$ cat config.mk
export PLATFORM = sky130hd
export DESIGN_NAME = cpu16_core
export DESIGN_NICKNAME = d
export VERILOG_FILES = /design/src/rtl/cpu16_pkg.sv /design/src/rtl/cpu16_ctrl.sv /design/src/rtl/cpu16_alu.sv /design/src/rtl/cpu16_regfile.sv /design/src/rtl/cpu16_core.sv
export SDC_FILE = /design/constraint.sdc
export NUM_CORES = 2
export LEC_CHECK = 0
export BUFFER_PORTS_ARGS = -buffer_cell sky130_fd_sc_hd__buf_2
export CAP_MARGIN = 25
export CORE_AREA = 10 10 583 585
export DETAILED_ROUTE_END_ITERATION = 6
export DIE_AREA = 0 0 593 595
export PLACE_DENSITY = 0.48
export SLEW_MARGIN = 25
export SYNTH_ARGS = -nofsm -noshare
export SYNTH_HDL_FRONTEND = slang
export SYNTH_HIERARCHICAL = 1
export SYNTH_SLANG_ARGS = --single-unit
$ cat constraint.sdc
create_clock -name clk -period 28.2 [get_ports clk]
set_input_delay 2.82 -clock clk [delete_from_list [all_inputs] [get_ports clk]]
set_output_delay 2.82 -clock clk [all_outputs]
set_load 0.05 [all_outputs]
$ cat src/rtl/cpu16_pkg.sv
package cpu16_pkg;
   localparam int XLEN = 16;
   localparam int NREG = 16;

   localparam logic [3:0] OPC_LW   = 4'd0;
   localparam logic [3:0] OPC_SW   = 4'd1;
   localparam logic [3:0] OPC_ADD  = 4'd2;
   localparam logic [3:0] OPC_SUB  = 4'd3;
   localparam logic [3:0] OPC_AND  = 4'd4;
   localparam logic [3:0] OPC_BEQ  = 4'd5;
   localparam logic [3:0] OPC_JMP  = 4'd6;
   localparam logic [3:0] OPC_HALT = 4'd7;

   // ALU function bits (low two lines of the operation code)
   localparam logic [1:0] FN_AND = 2'b00;
   localparam logic [1:0] FN_OR  = 2'b01;
   localparam logic [1:0] FN_ADD = 2'b10;
   localparam logic [1:0] FN_XOR = 2'b11;

   typedef struct packed {
      logic       inv_a;
      logic       neg_b;
      logic [1:0] fn;
   } alu_op_t;

   typedef struct packed {
      logic    reg_write;
      alu_op_t alu_op;
      logic    mem_store;
      logic    mem;
      logic    branch;
      logic    jump;
      logic    halt;
   } ctrl_t;
endpackage

$ cat src/rtl/cpu16_ctrl.sv
module cpu16_ctrl
   import cpu16_pkg::*;
(
   input  logic [3:0] opcode,
   output ctrl_t      ctl
);
   always_comb begin
      ctl = '0;
      unique case (opcode)
         OPC_LW:   begin ctl.reg_write = 1'b1; ctl.mem = 1'b1; ctl.alu_op.fn = FN_ADD; end
         OPC_SW:   begin ctl.mem_store = 1'b1; ctl.mem = 1'b1; ctl.alu_op.fn = FN_ADD; end
         OPC_ADD:  begin ctl.reg_write = 1'b1; ctl.alu_op.fn = FN_ADD; end
         OPC_SUB:  begin ctl.reg_write = 1'b1; ctl.alu_op.fn = FN_ADD; ctl.alu_op.neg_b = 1'b1; end
         OPC_AND:  begin ctl.reg_write = 1'b1; ctl.alu_op.fn = FN_AND; end
         OPC_BEQ:  begin ctl.branch = 1'b1; ctl.alu_op.fn = FN_ADD; ctl.alu_op.neg_b = 1'b1; end
         OPC_JMP:  ctl.jump = 1'b1;
         OPC_HALT: ctl.halt = 1'b1;
         default:  ctl = '0;
      endcase
   end

   always_comb begin
      AST_CTRL_EXCL: assert ($onehot0({ctl.reg_write, ctl.mem_store, ctl.branch, ctl.jump, ctl.halt}));
   end
endmodule

$ cat src/rtl/cpu16_alu.sv
module cpu16_alu
   import cpu16_pkg::*;
#(
   parameter int W = 16
) (
   input  logic [W-1:0] a,
   input  logic [W-1:0] b,
   input  alu_op_t      op,
   output logic [W-1:0] y
);
   if (W < 2) begin : g_bad_w
      $error("cpu16_alu: W must be at least 2");
   end

   logic [W-1:0] a_eff, b_eff;

   always_comb begin
      a_eff = op.inv_a ? ~a : a;
      b_eff = op.neg_b ? ~b : b;
      unique case (op.fn)
         FN_AND:  y = a_eff & b_eff;
         FN_OR:   y = a_eff | b_eff;
         FN_ADD:  y = a_eff + b_eff + W'(op.neg_b);
         default: y = a_eff ^ b_eff;
      endcase
   end
endmodule

$ cat src/rtl/cpu16_regfile.sv
module cpu16_regfile #(
   parameter int W          = 16,
   parameter int N          = 16,
   parameter bit CONST_REGS = 1'b1
) (
   input  logic                 clk,
   input  logic [$clog2(N)-1:0] ra_idx,
   output logic [W-1:0]         ra_val,
   input  logic [$clog2(N)-1:0] rb_idx,
   output logic [W-1:0]         rb_val,
   input  logic [$clog2(N)-1:0] dbg_idx,
   output logic [W-1:0]         dbg_val,
   input  logic                 wr_en,
   input  logic [$clog2(N)-1:0] wr_idx,
   input  logic [W-1:0]         wr_data,
   input  logic                 pl_en,
   input  logic [$clog2(N)-1:0] pl_idx,
   input  logic [W-1:0]         pl_data
);
   localparam int IW = $clog2(N);

   if (N < 2 || (1 << IW) != N) begin : g_bad_n
      $error("cpu16_regfile: N must be a power of two of at least 2");
   end

   logic [N*W-1:0] flat;

   for (genvar i = 0; i < N; i++) begin : g_reg
      if (CONST_REGS && i < 2) begin : g_const
         assign flat[i*W +: W] = W'(i);
      end else begin : g_flop
         logic [W-1:0] q;
         always_ff @(posedge clk) begin
            if (pl_en && pl_idx == IW'(i))
               q <= pl_data;
            else if (wr_en && wr_idx == IW'(i))
               q <= wr_data;
         end
         assign flat[i*W +: W] = q;
      end
   end

   assign ra_val  = flat[ra_idx*W +: W];
   assign rb_val  = flat[rb_idx*W +: W];
   assign dbg_val = flat[dbg_idx*W +: W];
endmodule

$ cat src/rtl/cpu16_core.sv
module cpu16_core
   import cpu16_pkg::*;
#(
   parameter int IMEM_WORDS = 64,
   parameter int DMEM_WORDS = 64,
   parameter bit CONST_REGS = 1'b1,
   localparam int IA_W = $clog2(IMEM_WORDS),
   localparam int DA_W = $clog2(DMEM_WORDS)
) (
   input  logic            clk,
   input  logic            rst_n,
   input  logic            pl_imem_we,
   input  logic [IA_W-1:0] pl_imem_addr,
   input  logic [15:0]     pl_imem_data,
   input  logic            pl_reg_we,
   input  logic [3:0]      pl_reg_idx,
   input  logic [15:0]     pl_reg_data,
   input  logic [3:0]      dbg_idx,
   output logic [15:0]     dbg_data,
   output logic [15:0]     pc_o,
   output logic            halted_o
);
   if (IMEM_WORDS < 2 || IMEM_WORDS > 32768 || (1 << IA_W) != IMEM_WORDS) begin : g_bad_imem
      $error("cpu16_core: IMEM_WORDS must be a power of two in 2..32768");
   end
   if (DMEM_WORDS < 2 || DMEM_WORDS > 32768 || (1 << DA_W) != DMEM_WORDS) begin : g_bad_dmem
      $error("cpu16_core: DMEM_WORDS must be a power of two in 2..32768");
   end

   logic [XLEN-1:0] pc_q;
   logic            halted_q;
   logic            run;
   logic [XLEN-1:0] imem [IMEM_WORDS];
   logic [XLEN-1:0] dmem [DMEM_WORDS];
   logic [XLEN-1:0] instr;
   ctrl_t           ctl;

   logic [3:0]      f_ra, f_rb, f_low;
   logic [11:0]     f_imm12;
   logic [XLEN-1:0] off_sext;
   logic [XLEN-1:0] ra_val, rb_val, alu_b, alu_y, ld_data, wb_data;
   logic [3:0]      wb_idx;
   logic            take_branch;
   logic [XLEN-1:0] pc_inc, pc_next;

   assign run   = rst_n && !halted_q;
   assign instr = imem[pc_q[IA_W:1]];

   assign f_ra     = instr[11:8];
   assign f_rb     = instr[7:4];
   assign f_low    = instr[3:0];
   assign f_imm12  = instr[11:0];
   assign off_sext = {{(XLEN-4){f_low[3]}}, f_low};

   cpu16_ctrl u_ctrl (
      .opcode (instr[15:12]),
      .ctl    (ctl)
   );

   cpu16_regfile #(
      .W          (XLEN),
      .N          (NREG),
      .CONST_REGS (CONST_REGS)
   ) u_rf (
      .clk     (clk),
      .ra_idx  (f_ra),
      .ra_val  (ra_val),
      .rb_idx  (f_rb),
      .rb_val  (rb_val),
      .dbg_idx (dbg_idx),
      .dbg_val (dbg_data),
      .wr_en   (run && ctl.reg_write),
      .wr_idx  (wb_idx),
      .wr_data (wb_data),
      .pl_en   (pl_reg_we && !rst_n),
      .pl_idx  (pl_reg_idx),
      .pl_data (pl_reg_data)
   );

   assign alu_b = ctl.mem ? off_sext : rb_val;

   cpu16_alu #(.W(XLEN)) u_alu (
      .a  (ra_val),
      .b  (alu_b),
      .op (ctl.alu_op),
      .y  (alu_y)
   );

   assign ld_data = dmem[alu_y[DA_W:1]];
   assign wb_data = ctl.mem ? ld_data : alu_y;
   assign wb_idx  = ctl.mem ? f_rb : f_low;

   always_ff @(posedge clk) begin
      if (pl_imem_we && !rst_n)
         imem[pl_imem_addr] <= pl_imem_data;
   end

   always_ff @(posedge clk) begin
      if (run && ctl.mem_store)
         dmem[alu_y[DA_W:1]] <= rb_val;
   end

   assign take_branch = ctl.branch && (alu_y == '0);
   assign pc_inc      = pc_q + XLEN'(2);

   always_comb begin
      if (ctl.halt)
         pc_next = pc_q;
      else if (ctl.jump)
         pc_next = XLEN'({f_imm12, 1'b0});
      else if (take_branch)
         pc_next = pc_inc + {off_sext[XLEN-2:0], 1'b0};
      else
         pc_next = pc_inc;
   end

   always_ff @(posedge clk or negedge rst_n) begin
      if (!rst_n) begin
         pc_q     <= '0;
         halted_q <= 1'b0;
      end else if (!halted_q) begin
         pc_q     <= pc_next;
         halted_q <= ctl.halt;
      end
   end

   assign pc_o     = pc_q;
   assign halted_o = halted_q;

   AST_PC_STEP: assert property (@(posedge clk) disable iff (!rst_n)
      (run && !ctl.branch && !ctl.jump && !ctl.halt) |=> pc_q == $past(pc_q) + XLEN'(2));
   AST_BRANCH_TARGET: assert property (@(posedge clk) disable iff (!rst_n)
      (run && ctl.branch && ra_val == rb_val) |=>
         pc_q == $past(pc_q) + XLEN'(2) + XLEN'($past({off_sext[XLEN-2:0], 1'b0})));
   AST_JUMP_TARGET: assert property (@(posedge clk) disable iff (!rst_n)
      (run && ctl.jump) |=> pc_q == XLEN'({$past(f_imm12), 1'b0}));
   AST_HALT_FROZEN: assert property (@(posedge clk) disable iff (!rst_n)
      halted_q |=> halted_q && $stable(pc_q));
endmodule

==> summary.txt <==
Logic synthesis
  – Post-synthesis sequential area ratio: 70.0%
  – Synth Area per Inst: 18.5 µm²
  – Gate Count Post-Synth: about 5,300
  – Yosys reg bits: approximately 2,300
  – Cell Area, Synth: 98,000 µm²
  – Unique masters post-synth: 90
  – Main synth FF type: edfxtp_1
  – Ys async rst share: 0.699%
  – EDFF count, synth: between 2,000 and 2,500
  – Ys Warns: 6

Routing
  – Drt first-iter violations: 5,953
  – First-pass iteration count of the detailed router: 6
  – M1 WL: 134 mm
  – Wire length on met3: 20.1 mm
  – Post-route ant nets: 0
  – Top Layer Used: met5
  – Routed WL: ~310 mm
  – Routed wl met2: 144 mm
  – Via density: 5.33
  – Vias: 53,570
  – DRC: 0
  – Routed WL per cell: just over 30 µm

Critical path
  – R2R Path Start: pc_o[1]
  – Worst Setup End Kind: register
  – Flop-to-flop setup slack: 15.32 ns
  – CP Class: reg2reg
  – WP data required: 28.80 ns
  – Crit path max-delay cell type: nor2_1
  – Top cell by count, worst path: buf_4
  – R2R depth: 30
  – CP max FO: 96
  – Worst path max stage delay: ~0.94 ns
  – Worst reg2reg endpoint: dmem[14][4]
  – Startpoint types: register
  – Arr. time, crit path: 13.47 ns

Timing
  – Slew Limit Fails: 0
  – Final worst slack: 15.32 ns
  – Slew HR: approximately a quarter
  – Final setup viols: 0
  – Unrepaired setup endpoints after global routing: no
  – Final Hold Vio Count: 0
  – Final min period: 12.88 ns
  – Worst-Margin Slew: between 1 and 1.5 ns
  – Fin Setup TNS: 0 ns
  – Worst Skew: 0.114 ns
  – Tcrit/Tclk final: 45.7%
  – Max Fclk: approximately 78 MHz

Clocking
  – Clk sinks: 2,288
  – Clock root buffer: clkbuf_16
  – CTS Hold Bufs: 0
  – CTS tree: yes
  – Post_cts resized: 0
  – Clk buf depth: 4
  – Clk pin slew, worst setup/hold paths: approximately 0.06 ns
  – Setup Buffers After CTS: 0
  – Skew-Pair Late Insertion Delay: roughly 0.93 ns
  – H-tree depth: 4
  – Total CTS buffers: 243

Floorplan
  – DIE WIDTH: 593 µm
  – FP Rows: 211
  – Die height: 595 µm
  – Core area: 329,000 µm²
  – Initial Util: 29.8%
  – I/O pin cnt: 83
  – Die area: 353,000 µm²

Finish
  – Fill cell total of the finished layout: 30,976
  – Post-route cell area: 113,000 µm²
  – Area Overhead vs Synth: 14.9%
  – Ratio of cells with drive above 1 in the final layout: 29.8%
  – Final Util: between 30% and 40%
  – Nets: between 5,000 and 6,000

Worst hold path
  – Hold path cells: 2
  – Hold Crit Class: reg2reg
  – WHS Endpoint: pc_o[10]
  – Hold_sp: pc_o[10]

GRT
  – Initial antenna violation count: 30
  – Global-route wire length before repair: 431 mm
  – Gr usage total: 16.8%
  – Vias in the first global route: roughly 54,000
  – Largest net degree at the start of global routing: around 110
  – GRT overflow: 0

Placed design
  – Placed cell area: 105,000 µm²
  – DP Wirelength: 180 mm
  – Final Wtd Congestion: 0.833
  – Number of port buffers: a little over 80
  – Dpl ws: 14.92 ns

Job
  – Max-cap viol count: 0

Outcome
  – Outcome: completed
worst max-delay path: cells and delay by family (launching register included):
kind            cells  cell delay [ns]
mux                 3             1.57
flops               1             0.89
xor+xnor            2             0.37
buf+inv             7             3.73
simple gates       11             4.19
compound gates      6             1.28
fa+ha+maj           1             0.34
cell usage in the layout (no fill, tap or decap), types with 62 or more instances in the layout:
cell type,Yosys,layout
nor2_2,4,80
inv_1,63,62
edfxtp_1,2272,2272
mux4_2,555,553
nand2_1,141,141
a21oi_1,167,163
clkinv_1,2,66
o22ai_1,78,72
nor2_1,303,190
clkbuf_16,0,245
buf_2,81,76
o21ai_0,94,84
buf_4,33,247
a221oi_1,122,121
mux2_2,268,268
mux2i_1,211,210
cells in the mapped netlist, types with 46 or more instances:
cell      instances  area [µm²]
a21oi_1         167         836
a221oi_1        122        1070
a22oi_1          59         443
buf_2            81         405
clkbuf_1        212         796
edfxtp_1       2272       68200
ha_1             46         576
inv_1            63         236
mux2_2          268        3020
mux2i_1         211        2110
mux4_2          555       12500
nand2_1         141         529
nor2_1          303        1140
o21ai_0          94         470
o22ai_1          78         488
state kept, by name, summed over array words and instances (netlist names):
name,cells
imem,1024
halted_o,1
dmem,1024
u_rf/g.g_flop.q,224
pc_o,15
area by class of cell:
| type | count | area [µm²] | share of cell area (%) |
|---|---|---|---|
| Inverter | 67 | 253 | 0.224 |
| Clock inverter | 140 | 1390 | 1.23 |
| Antenna cell | 13 | 32.5 | 0.0289 |
| Multi-Input combinational cell | 2559 | 28200 | 25.0 |
| Clock buffer | 291 | 6300 | 5.60 |
| Sequential cell | 2288 | 68600 | 60.9 |
| Timing Repair Buffer | 331 | 2400 | 2.13 |
| Tap cell | 4366 | 5460 | 4.85 |
layer usage:
metal / vias to the layer above / global-route usage (%)
met5: - / 0
met4: 10 / 4.48
met3: 465 / 2.80
met2: 1964 / 27.0
met1: 28862 / 23.8
li1: 22269 / -
worst max path at each step:
stage	start	end	slack, ns
6_report	pc_o[1]	dmem[14][4]	15.32
5_1_grt	pc_o[1]	dmem[14][14]	14.71
4_1_cts	pc_o[1]	u_rf/g_reg[9].g_flop.q[1]	14.83
3_5_place_dp	pc_o[1]	u_rf/g_reg[9].g_flop.q[1]	14.92
3_3_place_gp	pc_o[1]	dmem[57][2]	14.88
2_1_floorplan	pc_o[1]	u_rf/g_reg[10].g_flop.q[10]	16.51
per-stage QoR:
stage,hold slack (ns),std cells
CTS,0.565,10041
detailed placement,0.550,9610
floorplan,0.775,5298
global placement,0.537,9609
finish,0.563,10055
global route,0.602,10044
logic make-up (layout without fill, tap and decap cells):
family,after synthesis,after routing,synth area share [%]
buffers and inverters,451,829,2.11
muxes,1071,1071,18.4
other,2,16,0.00766
xor gates and xnor gates,67,67,0.618
AOI/OAI and AO/OA,746,746,5.22
adders and majority gates,48,48,0.628
and+or+nand+nor,624,624,2.98
DFF,2288,2288,70.0
Power is left out: the tool's default activity adds up to more than one toggle a clock period on the data nets, which glitch-free logic cannot reach.
